[src/rtl/mon_pkg.sv]
package mon_pkg;
  typedef enum logic [2:0] {
    TX_IDLE,
    TX_SEND,
    TX_ACKD,
    TX_GAP,
    TX_END
  } tx_state_e;
endpackage

[src/rtl/mon_timeout.sv]
module mon_timeout #(
  parameter int LIMIT = 32
) (
  input  logic clk_i,
  input  logic rst_ni,
  input  logic frame_i,
  input  logic en_i,
  input  logic wait_i,
  output logic expire_o
);
  localparam int CW = (LIMIT > 2) ? $clog2(LIMIT) : 1;

  logic [CW-1:0] cnt_q;

  assign expire_o = frame_i && en_i && wait_i && (cnt_q == CW'(LIMIT - 1));

  always_ff @(posedge clk_i or negedge rst_ni) begin
    if (!rst_ni) cnt_q <= '0;
    else if (frame_i) cnt_q <= (en_i && wait_i && !expire_o) ? cnt_q + 1'b1 : '0;
  end

  a_r6_cnt_bound: assert property (@(posedge clk_i) disable iff (!rst_ni)
    cnt_q <= CW'(LIMIT - 1));
endmodule

[src/rtl/mon_tx.sv]
module mon_tx
  import mon_pkg::*;
#(
  parameter int DATA_W = 8
) (
  input  logic              clk_i,
  input  logic              rst_ni,
  input  logic              frame_i,
  input  logic [DATA_W-1:0] data_i,
  input  logic              load_i,
  input  logic              cont_i,
  input  logic              mr_i,
  input  logic              expire_i,
  output logic              wait_o,
  output logic [DATA_W-1:0] byte_o,
  output logic              mx_o,
  output logic              active_o,
  output logic              ack_o,
  output logic              abort_o
);
  tx_state_e         state_q;
  logic [DATA_W-1:0] data_q, out_q;
  logic              pend_q, mx_q, mr_prev_q, end_cnt_q, ack_q, abort_q;
  logic              mr_fall;

  assign mr_fall  = !mr_i && mr_prev_q;
  assign wait_o   = (state_q == TX_SEND);
  assign byte_o   = out_q;
  assign mx_o     = mx_q;
  assign active_o = pend_q || (state_q != TX_IDLE);
  assign ack_o    = ack_q;
  assign abort_o  = abort_q;

  always_ff @(posedge clk_i or negedge rst_ni) begin
    if (!rst_ni) begin
      state_q   <= TX_IDLE;
      data_q    <= '0;
      out_q     <= '1;
      pend_q    <= 1'b0;
      mx_q      <= 1'b1;
      mr_prev_q <= 1'b1;
      end_cnt_q <= 1'b0;
      ack_q     <= 1'b0;
      abort_q   <= 1'b0;
    end else begin
      ack_q   <= 1'b0;
      abort_q <= 1'b0;
      if (frame_i) begin
        mr_prev_q <= mr_i;
        unique case (state_q)
          TX_IDLE: if (pend_q && cont_i) begin
            state_q <= TX_SEND;
            out_q   <= data_q;
            mx_q    <= 1'b0;
            pend_q  <= 1'b0;
          end
          TX_SEND: if (mr_fall) begin
            ack_q   <= 1'b1;
            state_q <= TX_ACKD;
          end else if (expire_i) begin
            abort_q <= 1'b1;
            state_q <= TX_IDLE;
            mx_q    <= 1'b1;
            out_q   <= '1;
            pend_q  <= 1'b0;
          end
          TX_ACKD: if (!cont_i) begin
            state_q   <= TX_END;
            mx_q      <= 1'b1;
            out_q     <= '1;
            end_cnt_q <= 1'b0;
          end else if (pend_q) begin
            state_q <= TX_GAP;
            mx_q    <= 1'b1;
            out_q   <= '1;
          end
          TX_GAP: begin
            state_q <= TX_SEND;
            out_q   <= data_q;
            mx_q    <= 1'b0;
            pend_q  <= 1'b0;
          end
          TX_END: begin
            if (mr_i) begin
              if (end_cnt_q) state_q <= TX_IDLE;
              end_cnt_q <= 1'b1;
            end else begin
              end_cnt_q <= 1'b0;
            end
          end
          default: state_q <= TX_IDLE;
        endcase
      end
      if (load_i) begin
        data_q <= data_i;
        pend_q <= 1'b1;
      end
    end
  end

  a_r5_idle_no_announce: assert property (@(posedge clk_i) disable iff (!rst_ni)
    !active_o |-> mx_o);
  a_r2_send_announces: assert property (@(posedge clk_i) disable iff (!rst_ni)
    wait_o |-> !mx_o);
  a_r3_ack_single: assert property (@(posedge clk_i) disable iff (!rst_ni)
    ack_o |=> !ack_o);
  a_r6_abort_releases: assert property (@(posedge clk_i) disable iff (!rst_ni)
    abort_o |-> mx_o);
  a_r1_mx_frame_only: assert property (@(posedge clk_i) disable iff (!rst_ni)
    !frame_i |=> $stable(mx_o));
endmodule

[src/rtl/mon_rx.sv]
module mon_rx #(
  parameter int          DATA_W    = 8,
  parameter logic [3:0]  ADDR_CODE = 4'b1010
) (
  input  logic              clk_i,
  input  logic              rst_ni,
  input  logic              frame_i,
  input  logic [DATA_W-1:0] byte_i,
  input  logic              mx_i,
  output logic              mr_o,
  output logic [DATA_W-1:0] data_o,
  output logic              valid_o,
  output logic              end_o,
  output logic              err_o
);
  logic [DATA_W-1:0] prev_byte_q, data_q;
  logic              prev_mx_q, mr_q, msg_q, ign_q, valid_q, end_q, err_q;
  logic              stable_new, changed_held, addr_ok;

  assign stable_new   = !mx_i && !prev_mx_q && (byte_i == prev_byte_q) && mr_q && !ign_q;
  assign changed_held = !mx_i && !prev_mx_q && (byte_i != prev_byte_q) && !mr_q;
  assign addr_ok      = (byte_i[DATA_W-1 -: 4] == ADDR_CODE);

  assign mr_o    = mr_q;
  assign data_o  = data_q;
  assign valid_o = valid_q;
  assign end_o   = end_q;
  assign err_o   = err_q;

  always_ff @(posedge clk_i or negedge rst_ni) begin
    if (!rst_ni) begin
      prev_byte_q <= '1;
      prev_mx_q   <= 1'b1;
      data_q      <= '0;
      mr_q        <= 1'b1;
      msg_q       <= 1'b0;
      ign_q       <= 1'b0;
      valid_q     <= 1'b0;
      end_q       <= 1'b0;
      err_q       <= 1'b0;
    end else begin
      valid_q <= 1'b0;
      end_q   <= 1'b0;
      err_q   <= 1'b0;
      if (frame_i) begin
        prev_byte_q <= byte_i;
        prev_mx_q   <= mx_i;
        if (!mx_i) begin
          if (stable_new) begin
            msg_q <= 1'b1;
            if (msg_q || addr_ok) begin
              mr_q    <= 1'b0;
              data_q  <= byte_i;
              valid_q <= 1'b1;
            end else begin
              ign_q <= 1'b1;
            end
          end else if (changed_held) begin
            err_q <= 1'b1;
            mr_q  <= 1'b1;
            ign_q <= 1'b1;
          end
        end else begin
          mr_q <= 1'b1;
          if (prev_mx_q && mr_q && msg_q) begin
            msg_q <= 1'b0;
            ign_q <= 1'b0;
            end_q <= !ign_q;
          end
        end
      end
    end
  end

  a_r8_mr_release: assert property (@(posedge clk_i) disable iff (!rst_ni)
    (frame_i && mx_i) |=> mr_o);
  a_r7_valid_acks: assert property (@(posedge clk_i) disable iff (!rst_ni)
    valid_o |-> !mr_o);
  a_r10_err_releases: assert property (@(posedge clk_i) disable iff (!rst_ni)
    err_o |-> mr_o);
  a_r11_end_released: assert property (@(posedge clk_i) disable iff (!rst_ni)
    end_o |-> (mr_o && !valid_o));
  a_r1_mr_frame_only: assert property (@(posedge clk_i) disable iff (!rst_ni)
    !frame_i |=> $stable(mr_o));
endmodule

[src/rtl/mon_handshake.sv]
module mon_handshake #(
  parameter int         DATA_W      = 8,
  parameter int         TOUT_FRAMES = 32,
  parameter logic [3:0] ADDR_CODE   = 4'b1010
) (
  input  logic              clk_i,
  input  logic              rst_ni,
  input  logic              frame_i,
  input  logic [DATA_W-1:0] mon_rx_i,
  input  logic              mx_rx_i,
  input  logic              mr_rx_i,
  input  logic [DATA_W-1:0] tx_data_i,
  input  logic              tx_load_i,
  input  logic              tx_cont_i,
  input  logic              tout_en_i,
  output logic [DATA_W-1:0] mon_tx_o,
  output logic              mx_tx_o,
  output logic              mr_tx_o,
  output logic              active_o,
  output logic              ack_irq_o,
  output logic              abort_irq_o,
  output logic [DATA_W-1:0] rx_data_o,
  output logic              rx_valid_o,
  output logic              end_irq_o,
  output logic              err_irq_o
);
  logic tx_wait, tx_expire;

  mon_timeout #(.LIMIT(TOUT_FRAMES)) u_tout (
    .clk_i    (clk_i),
    .rst_ni   (rst_ni),
    .frame_i  (frame_i),
    .en_i     (tout_en_i),
    .wait_i   (tx_wait),
    .expire_o (tx_expire)
  );

  mon_tx #(.DATA_W(DATA_W)) u_tx (
    .clk_i    (clk_i),
    .rst_ni   (rst_ni),
    .frame_i  (frame_i),
    .data_i   (tx_data_i),
    .load_i   (tx_load_i),
    .cont_i   (tx_cont_i),
    .mr_i     (mr_rx_i),
    .expire_i (tx_expire),
    .wait_o   (tx_wait),
    .byte_o   (mon_tx_o),
    .mx_o     (mx_tx_o),
    .active_o (active_o),
    .ack_o    (ack_irq_o),
    .abort_o  (abort_irq_o)
  );

  mon_rx #(.DATA_W(DATA_W), .ADDR_CODE(ADDR_CODE)) u_rx (
    .clk_i   (clk_i),
    .rst_ni  (rst_ni),
    .frame_i (frame_i),
    .byte_i  (mon_rx_i),
    .mx_i    (mx_rx_i),
    .mr_o    (mr_tx_o),
    .data_o  (rx_data_o),
    .valid_o (rx_valid_o),
    .end_o   (end_irq_o),
    .err_o   (err_irq_o)
  );
endmodule

[config.mk]
export PLATFORM = sky130hd
export DESIGN_NAME = mon_handshake
export DESIGN_NICKNAME = d
export VERILOG_FILES = /design/src/rtl/mon_pkg.sv /design/src/rtl/mon_timeout.sv /design/src/rtl/mon_tx.sv /design/src/rtl/mon_rx.sv /design/src/rtl/mon_handshake.sv
export SDC_FILE = /design/constraint.sdc
export NUM_CORES = 1
export LEC_CHECK = 0
export BUFFER_PORTS_ARGS = -buffer_cell sky130_fd_sc_hd__buf_2
export CAP_MARGIN = 20
export CORE_MARGIN = 5
export CORE_UTILIZATION = 23
export DETAILED_ROUTE_END_ITERATION = 6
export PLACE_DENSITY = 0.44
export SLEW_MARGIN = 5
export SYNTH_ARGS = -nofsm -noshare
export SYNTH_HDL_FRONTEND = slang
export SYNTH_SLANG_ARGS = --single-unit
[constraint.sdc]
create_clock -name clk_i -period 5.2 [get_ports clk_i]
set_clock_uncertainty 0.2 [all_clocks]
set_input_delay 0.26 -clock clk_i [delete_from_list [all_inputs] [get_ports clk_i]]
set_output_delay 0.26 -clock clk_i [all_outputs]
set_load 0.03 [all_outputs]
==> qor.csv, run 1 <==
stage,metric,value,unit
global_route,first-pass GRT wire length,8.85,mm
die,IO Pins,48,
placed_design,gp weighted congestion,0.754,
routing,Routed Antenna Nets,0,
die,Die Wd,114,um
routing,Pre-antenna DRT Iters,4,
setup_path,worst-path cell chain,ha_1 > and3_1 > ha_1 > and3_1 > a21oi_1 > nor3_2 > mux2_2,
cts,Clock transition at path regs,0.10,ns
final_layout,nets,290,
yosys,Syn Inst Count,208,
yosys,Post-synth EDFFs,0,
final_layout,area grow syn2layout,23.0,%
yosys,Synth top area share,0.331,
routing,First DRT Iteration DRCs,49,
routing,routed len/inst,13.0,um
setup_path,worst r2r src,u_tout.cnt_q[0],
routing,Via density,4.23,
final_layout,final core occ,0.286,
final_layout,share of cells above drive strength 1,0.438,
die,die area,13000,sq um
setup_path,"CP delay by family, top",simple AND/OR/NAND/NOR gates,
timing,final setup fails,0,
placed_design,I/O Buffers,47,
cts,Worst-Skew Late Latency,0.29,ns
global_route,GRT Resource Usage Total,0.0838,
setup_path,CP Launch Point,u_tout.cnt_q[0],
status,outcome,"finished, final reports clean",
cts,# H-tree levels,2,
timing,unrepaired setup endpoints after global routing,no,
timing,WHS,0.0400,ns
min_path,HP Class,in2reg,
cts,number of post-CTS setup repair buffers,0,
yosys,Synth cell types,44,
final_layout,antenna cells,0,
yosys,Async SR Flop Fraction,1.00,
routing,via count,1713,
yosys,"count leader, synth",mux2_2,
yosys,syn_area_per_cell,12.0,sq um
pwr,Leakage,1.33,nW
yosys,Synth area leaders,"dfrtp_1, dfstp_2, mux2_2",
cts,clock buffer depth,2,
timing,Fin. Hold Viols,0,
setup_path,critical path class,reg2reg,
global_route,initial antenna violation count,0,
timing,post-layout min period,2.55,ns
setup_path,Worst Path Buf+Inv,0,
yosys,sequential-to-total area share from yosys stat,0.541,
yosys,"FF+latch count, synth",53,
cts,total CTS buffers,5,
global_route,total gr overflow,0,
routing,total wire length,5.25,mm
timing,Relative slew margins,0.419,
yosys,ys flop type,dfrtp_1,
min_path,hold_sp,mon_rx_i[1],
setup_path,WP data required,5.23,ns
cts,Root Driver,clkbuf_8,
global_route,vias in the first global route,1842,
yosys,synth warn,0,
cts,Sinks on Clock Net,53,
setup_path,Crit path largest cell delay,0.59,ns
placed_design,DP Wirelength,3.72,mm
timing,worst slew pin tran,0.865,ns
setup_path,Worst Path Arrival,2.58,ns
yosys,Post-Syn Nets,234,
setup_path,Crit-path slowest cell,nor3_2,
die,# rows,38,
pwr,worst vdd ir,0.160,mV
die,die height,114,um
timing,setup TNS,0,ns
pwr,Power Density,395,nW/um^2
yosys,post-synth top area cell,dfrtp_1,
setup_path,crit end category,flip-flop,
timing,Final Max Tran Viols,0,
cts,CTS tree,done,
yosys,most frequent cells after synthesis,"mux2_2, dfrtp_1, dfstp_2",
setup_path,CP startpoint kind,flip-flop,
die,core area,10700,sq um
job,Max-Cap Viols,0,
timing,Fmax,391,MHz
global_route,largest net degree at the start of global routing,54,
setup_path,crit-path max FO,9,
routing,DR DRC count,0,
die,Initial Util,0.232,
pwr,"Power, Total",1.21,mW
timing,Final Cycle Share,0.491,
yosys,mapped cell area,2500,sq um
==> layout by cell type, fill, tap and decap left out, types with 7 or more instances in the layout <==
| master | n |
|---|---|
| dfstp_2 | 20 |
| o21ai_0 | 8 |
| mux2_2 | 34 |
| dlygate4sd3_1 | 9 |
| nor2_1 | 7 |
| nand2_1 | 9 |
| dfrtp_1 | 33 |
| inv_1 | 11 |
| a21oi_1 | 7 |
| xnor2_1 | 9 |
| nand2b_1 | 11 |
| buf_2 | 47 |
==> worst reg2reg max path: stages, from the launching register on <==
cell     delay [ns]
dfrtp_1        0.40
ha_1           0.20
and3_1         0.17
ha_1           0.15
and3_1         0.26
a21oi_1        0.11
nor3_2         0.59
mux2_2         0.41
==> report_power, final <==
part,internal [mW],switching (mW)
Clock,0.143,0.134
Combinational,0.159,0.211
Sequential,0.507,0.0588
==> logic make-up after synthesis <==
logic type,Yosys count,share of synthesized area
AOI/OAI and AO/OA,32,0.0842
adders and majority gates,2,0.0100
and+or+nand+nor,57,0.138
buffers and inverters,19,0.0336
muxes,36,0.161
xor gates and xnor gates,9,0.0316
DFF,53,0.541
==> flip-flops by register name (all words and copies together), names as in the netlist, 3 cells and up <==
name	flops
u_tout.cnt_q	5
u_tx.state_q	3
u_tx.byte_o	8
u_rx.prev_byte_q	8
u_rx.data_o	8
u_tx.data_q	8
==> metrics by stage <==
step	cells	setup WS [ns]	cell area (sq um)
finish	405	2.65	3070
CTS	405	2.61	3070
detailed placement	388	2.57	2870
floorplan	208	2.88	2500
global route	405	2.44	3070
global placement	388	2.58	2870
==> routing by layer <==
layer  global-route usage  up-vias  routed length, um
met2                0.139       25               2500
met3               0.0190        2                155
met4               0.0214        0                 31
li1                     -      840                  -
met1                0.111      846               2560
met5                    0        -                  0
==> layout make-up <==
cell class / instances / area, sq um
Fill cell: 1179 / 7680
Sequential cell: 53 / 1350
Multi-Input combinational cell: 136 / 1060
Timing Repair Buffer: 57 / 333
Tap cell: 140 / 175
Clock buffer: 6 / 72.6
Inverter: 11 / 41.3
Clock inverter: 2 / 35.0
==> worst paths after layout <==
| check | to | slack (ns) | depth (start not counted) |
|---|---|---|---|
| worst max register to register | u_tx.byte_o[0] | 2.65 | 7 |
| worst min-delay path | u_rx.prev_byte_q[1] | 0.04 | 2 |
| min in group asynchronous | u_tout.cnt_q[4] | 0.44 | 3 |
| worst max-delay path | u_tx.byte_o[0] | 2.65 | 7 |
| worst min register to register | u_tx.mx_o | 0.27 | 2 |
| max in group asynchronous | u_tx.state_q[0] | 3.91 | 3 |
==> what timing repair did <==
action	CTS	global route
hold buffers	9	0
endpoints found under the setup margin	0	0
gates resized for setup	0	0
endpoints found under the hold margin	41	0
Note: power is estimated with default switching activity, not from simulation.
==> run 2, diff against run 1 <==
==> constraint.sdc (replaced) <==
create_clock -name clk_i -period 2.6 [get_ports clk_i]
set_clock_uncertainty 0.2 [all_clocks]
set_input_delay 0.13 -clock clk_i [delete_from_list [all_inputs] [get_ports clk_i]]
set_output_delay 0.13 -clock clk_i [all_outputs]
set_load 0.03 [all_outputs]
==> qor.csv, run 2 (same netlist as run 1, synthesis figures left out) <==
stage,metric,value,unit,change
timing,setup TNS,0,ns,unchanged
final_layout,nets,308,,was 290
timing,WHS,-0.0000877,ns,was 0.0400 ns
pwr,sequential fraction of design power,0.452,,was 0.466
pwr,Power Density,767,nW/um^2,was 395 nW/um^2
routing,First DRT Iteration DRCs,39,,was 49
die,IO Pins,48,,unchanged
timing,Fin. Hold Viols,1,,was 0
routing,via count,1765,,was 1713
pwr,Pint,1.65,mW,was 0.809 mW
placed_design,gp weighted congestion,0.701,,was 0.754
cts,Clock transition at path regs,0.10,ns,about the same
routing,Pre-antenna DRT Iters,5,,was 4
setup_path,crit-path max FO,5,,was 9
setup_path,WP data required,2.60,ns,was 5.23 ns
global_route,first-pass GRT wire length,9.11,mm,was 8.85 mm
final_layout,"most common cell after layout, fill and taps aside",buf_2,,unchanged
routing,Routed Antenna Nets,0,,unchanged
pwr,Clock Power Share,0.230,,was 0.229
die,Initial Util,0.232,,unchanged
pwr,Leakage,1.42,nW,was 1.33 nW
placed_design,DP Wirelength,3.76,mm,was 3.72 mm
die,die area,13000,sq um,unchanged
min_path,HP Class,in2reg,,unchanged
timing,final setup fails,0,,unchanged
cts,Worst-Skew Late Latency,0.30,ns,was 0.29 ns
setup_path,CP startpoint kind,primary input,,was flip-flop
timing,worst slew pin tran,1.01,ns,was 0.865 ns
die,core area,10700,sq um,unchanged
routing,total wire length,5.33,mm,was 5.25 mm
timing,Final Max Tran Viols,0,,unchanged
timing,post-layout min period,2.43,ns,
cts,clock buffer depth,2,,unchanged
die,# rows,38,,unchanged
cts,Root Driver,clkbuf_8,,unchanged
global_route,largest net degree at the start of global routing,40,,was 54
setup_path,crit end category,flip-flop,,unchanged
final_layout,"commonest non-fill, non-tap cells in the layout","buf_2, mux2_2, dfrtp_1",,unchanged
pwr,sw frac,0.335,,was 0.333
global_route,vias in the first global route,1823,,was 1842
timing,unrepaired setup endpoints after global routing,no,,unchanged
final_layout,final core occ,0.302,,was 0.286
setup_path,critical path class,in2reg,,was reg2reg
placed_design,I/O Buffers,47,,unchanged
die,die height,114,um,unchanged
pwr,worst vdd ir,0.284,mV,was 0.160 mV
job,Max-Cap Viols,0,,unchanged
final_layout,antenna cells,0,,unchanged
die,Die Wd,114,um,unchanged
pwr,Gate power share,0.318,,was 0.305
global_route,initial antenna violation count,0,,unchanged
pwr,Psw,0.833,mW,was 0.404 mW
final_layout,area grow syn2layout,30.0,%,was 23.0%
final_layout,share of cells above drive strength 1,0.431,,was 0.438
timing,Fmax,411,MHz,
routing,Via density,4.17,,was 4.23
routing,DR DRC count,0,,unchanged
cts,total CTS buffers,5,,unchanged
global_route,GRT Resource Usage Total,0.0871,,was 0.0838
cts,CTS tree,done,,unchanged
timing,Relative slew margins,0.315,,was 0.419
status,outcome,"finished, violations left",,"was finished, final reports clean"
routing,routed len/inst,12.6,um,was 13.0 um
timing,Final Cycle Share,0.935,,
cts,Sinks on Clock Net,53,,unchanged
status,failing checks,negative hold slack,,
cts,# H-tree levels,2,,unchanged
setup_path,Worst Path Arrival,2.43,ns,was 2.58 ns
global_route,total gr overflow,0,,unchanged
-- run 2: path summary, 6_finish.rpt --
path | startpoint | to | slack, ns | depth (start not counted)
worst max-delay path | tx_cont_i | u_tx.state_q[0] | 0.17 | 6
worst min-delay path | tx_load_i | u_tx.pend_q | -0.00009 | 2
max in group asynchronous | rst_ni | u_tx.byte_o[1] | 1.16 | 3
worst min register to register | u_tx.mx_o | u_tx.mx_o | 0.27 | 2
min in group asynchronous | rst_ni | u_rx.ign_q | 0.30 | 2
worst max register to register | u_tx.state_q[2] | u_tx.state_q[0] | 0.18 | 3
-- run 2: cell type report --
| class | instances | area, sq um |
|---|---|---|
| clock inverter | 2 | 38.8 |
| fill | 1158 | 7500 |
| timing repair buffer | 75 | 498 |
| multi-input combinational | 136 | 1070 |
| inverter | 11 | 41.3 |
| tap | 140 | 175 |
| clock buffer | 6 | 72.6 |
| sequential | 53 | 1350 |
-- run 2: routing by layer --
layer,GRT usage,part of all wire,up-vias
li1,-,-,876
met1,0.119,0.48,858
met2,0.137,0.48,29
met3,0.0217,0.039,2
met4,0.0245,0.0058,0
met5,0,0,-
-- run 2: stage by stage --
step                worst slack, ns  instance area, sq um  std cells  hold WS, ns  power (mW)
finish                        0.168                  3240        423   -0.0000877        2.49
global placement              0.156                  2920        394        0.146        1.92
global route                 0.0318                  3240        423       0.0239        2.65
floorplan                     0.279                  2500        208       -0.366        1.70
CTS                           0.114                  3240        423       0.0179        2.52
detailed placement            0.132                  2920        394        0.147        1.91
-- run 2: worst max-delay path, stage by stage --
cell and delay (ns):
dlygate4sd3_1 0.54, buf_2 0.15, and2_1 0.13, o41ai_1 0.87
a21oi_1 0.20, a2111oi_2 0.40
-- run 2: power by group through the flow --
stage	clock, mW	sequential, mW	combinational, mW
6_report	0.571	1.13	0.791
5_1_grt	0.627	1.16	0.869
4_1_cts	0.598	1.13	0.797
3_5_place_dp	0	1.14	0.768
3_3_place_gp	0	1.15	0.770
2_1_floorplan	0	1.23	0.468
-- run 2: repair_timing --
item	in CTS	in global routing
setup buffers	0	0
endpoints found under the setup margin	0	8
gates resized for setup	0	1
endpoints found under the hold margin	57	0
hold buffers	21	0
==> run 3, diff against run 2 <==
--- a/config.mk
+++ b/config.mk
@@ -10,7 +10,7 @@
 export CORE_MARGIN = 5
 export CORE_UTILIZATION = 23
 export DETAILED_ROUTE_END_ITERATION = 6
-export PLACE_DENSITY = 0.44
+export PLACE_DENSITY_LB_ADDON = 0.3
 export SLEW_MARGIN = 5
 export SYNTH_ARGS = -nofsm -noshare
 export SYNTH_HDL_FRONTEND = slang
==> qor.csv, run 3 (same netlist as run 1, synthesis figures left out) <==
stage,metric,value,unit,change
setup_path,crit end category,flip-flop,,unchanged
timing,Final Max Tran Viols,0,,unchanged
final_layout,Multi-input gate area,1070,sq um,unchanged
die,die height,114,um,unchanged
pwr,Pint,1.55,mW,was 1.65 mW
timing,post-route setup slack,0.247,ns,was 0.168 ns
pwr,Leakage,1.40,nW,was 1.42 nW
cts,total CTS buffers,5,,unchanged
pwr,Psw,0.813,mW,was 0.833 mW
timing,Final Cycle Share,0.905,,was 0.935
global_route,vias in the first global route,1851,,was 1823
setup_path,Crit-path slowest cell,dfrtp_1,,was o41ai_1
die,core area,10700,sq um,unchanged
status,outcome,"finished, final reports clean",,"was finished, violations left"
setup_path,CP Launch Point,u_tout.cnt_q[0],,was tx_cont_i
pwr,Gate power share,0.326,,was 0.318
cts,# H-tree levels,2,,unchanged
pwr,sw frac,0.344,,was 0.335
setup_path,worst r2r src,u_tout.cnt_q[0],,was u_tx.state_q[2]
setup_path,worst-path cell chain,ha_1 > and3_1 > ha_1 > and3_1 > o31ai_1 > a21oi_1 > a2111oi_2,,was dlygate4sd3_1 > buf_2 > and2_1 > o41ai_1 > a21oi_1 > a2111oi_2
die,Die Wd,114,um,unchanged
final_layout,final core occ,0.299,,was 0.302
min_path,hold_sp,tout_en_i,,was tx_load_i
placed_design,DP Wirelength,3.71,mm,was 3.76 mm
final_layout,"commonest non-fill, non-tap cells in the layout","buf_2, mux2_2, dfrtp_1",,unchanged
pwr,Power Density,735,nW/um^2,was 767 nW/um^2
cts,number of post-CTS setup repair buffers,0,,unchanged
final_layout,antenna cells,0,,unchanged
setup_path,R2R Setup Slk,0.25,ns,was 0.18 ns
placed_design,I/O Buffers,47,,unchanged
timing,final setup fails,0,,unchanged
setup_path,Worst Path Buf+Inv,0,,was 2
setup_path,Worst Path Arrival,2.35,ns,was 2.43 ns
final_layout,nets,307,,was 308
timing,worst slew pin tran,0.892,ns,was 1.01 ns
die,# rows,38,,unchanged
routing,First DRT Iteration DRCs,29,,was 39
placed_design,gp weighted congestion,0.782,,was 0.701
global_route,largest net degree at the start of global routing,54,,was 40
die,die area,13000,sq um,unchanged
final_layout,"most common cell after layout, fill and taps aside",buf_2,,unchanged
min_path,Hold Crit Depth,4,,was 2
setup_path,FF-to-FF End,u_tx.state_q[0],,unchanged
cts,CTS tree,done,,unchanged
final_layout,Fill cells,1167,,was 1158
timing,setup TNS,0,ns,unchanged
setup_path,Crit path largest cell delay,0.42,ns,was 0.87 ns
die,IO Pins,48,,unchanged
placed_design,pre-CTS setup slack,0.0597,ns,was 0.132 ns
setup_path,critical path class,reg2reg,,was in2reg
routing,via count,1783,,was 1765
timing,Fmax,425,MHz,was 411 MHz
setup_path,"CP delay by family, top",compound AO/OA/AOI/OAI gates,,unchanged
setup_path,WP data required,2.60,ns,about the same
min_path,HP Class,in2reg,,unchanged
cts,Worst-Skew Late Latency,0.31,ns,was 0.30 ns
routing,Routed Antenna Nets,0,,unchanged
cts,Clock transition at path regs,0.10,ns,about the same
timing,Relative slew margins,0.397,,was 0.315
final_layout,share of cells above drive strength 1,0.426,,was 0.431
final_layout,area grow syn2layout,28.6,%,was 30.0%
global_route,GRT Resource Usage Total,0.0882,,was 0.0871
timing,WHS,0.0833,ns,was -0.0000877 ns
job,Max-Cap Viols,0,,unchanged
setup_path,reg2reg path depth,7,,was 3
timing,post-layout min period,2.35,ns,was 2.43 ns
routing,DR DRC count,0,,unchanged
cts,clock buffer depth,2,,unchanged
final_layout,storage element area,1350,sq um,unchanged
pwr,Clock Power Share,0.193,,was 0.230
global_route,total gr overflow,0,,unchanged
timing,unrepaired setup endpoints after global routing,no,,unchanged
pwr,sequential fraction of design power,0.481,,was 0.452
setup_path,CP startpoint kind,flip-flop,,was primary input
cts,Sinks on Clock Net,53,,unchanged
cts,Root Driver,clkbuf_8,,unchanged
setup_path,Worst path depth,7,,was 6
pwr,worst vdd ir,0.223,mV,was 0.284 mV
routing,Via density,4.23,,was 4.17
routing,Pre-antenna DRT Iters,4,,was 5
timing,Fin. Hold Viols,0,,was 1
routing,routed len/inst,12.3,um,was 12.6 um
routing,total wire length,5.18,mm,was 5.33 mm
global_route,first-pass GRT wire length,9.27,mm,was 9.11 mm
setup_path,crit-path max FO,6,,was 5
global_route,initial antenna violation count,0,,unchanged
min_path,WHS Endpoint,u_tout.cnt_q[2],,was u_tx.pend_q
die,Initial Util,0.232,,unchanged
run 3: layer usage:
layer  vias to the layer above  track usage  routed length [um]
li1                        876            -                   -
met1                       868        0.121                2430
met2                        34        0.135                2440
met3                         5       0.0275                 248
met4                         0       0.0238                  61
met5                         -            0                   0
run 3: worst register-to-register path, delay by kind of cell (launching register included):
kind / cells / cell delay (ns)
adders and majority gates: 2 / 0.41
and+or+nand+nor: 2 / 0.43
DFF: 1 / 0.42
AOI/OAI and AO/OA: 3 / 0.80
run 3: cell type report:
class	count	share of cell area
flip-flops and latches	53	0.421
multi-input cells	136	0.332
repair buffers	74	0.154
well taps	140	0.0546
clock buffers	6	0.0226
inverters	11	0.0129
clock inverters	2	0.00312
run 3: power by group through the flow:
stage / sequential [mW] / combinational [mW] / clock (mW)
3_3_place_gp: 1.15 / 0.743 / 0
4_1_cts: 1.14 / 0.782 / 0.495
6_report: 1.13 / 0.770 / 0.455
5_1_grt: 1.17 / 0.855 / 0.525
3_5_place_dp: 1.15 / 0.755 / 0
2_1_floorplan: 1.23 / 0.468 / 0
run 3: worst max-delay path by stage:
stage / end / slack, ns
CTS: u_tx.byte_o[6] / 0.06
global route: u_tx.state_q[0] / 0.09
floorplan: u_tx.byte_o[0] / 0.28
detailed placement: u_tx.byte_o[2] / 0.06
global placement: u_tx.byte_o[4] / 0.12
finish: u_tx.state_q[0] / 0.25
run 3: metrics by stage:
stage / std cells / power, mW / cell area, sq um
2_1_floorplan: 208 / 1.70 / 2500
3_5_place_dp: 392 / 1.91 / 2900
6_report: 422 / 2.36 / 3210
4_1_cts: 422 / 2.41 / 3200
3_3_place_gp: 392 / 1.89 / 2900
5_1_grt: 422 / 2.55 / 3210
run 3: what timing repair did:
action / CTS / global route
hold buffers: 22 / 0
gates resized for setup: 0 / 1
endpoints found under the hold margin: 68 / 0
endpoints found under the setup margin: 0 / 8
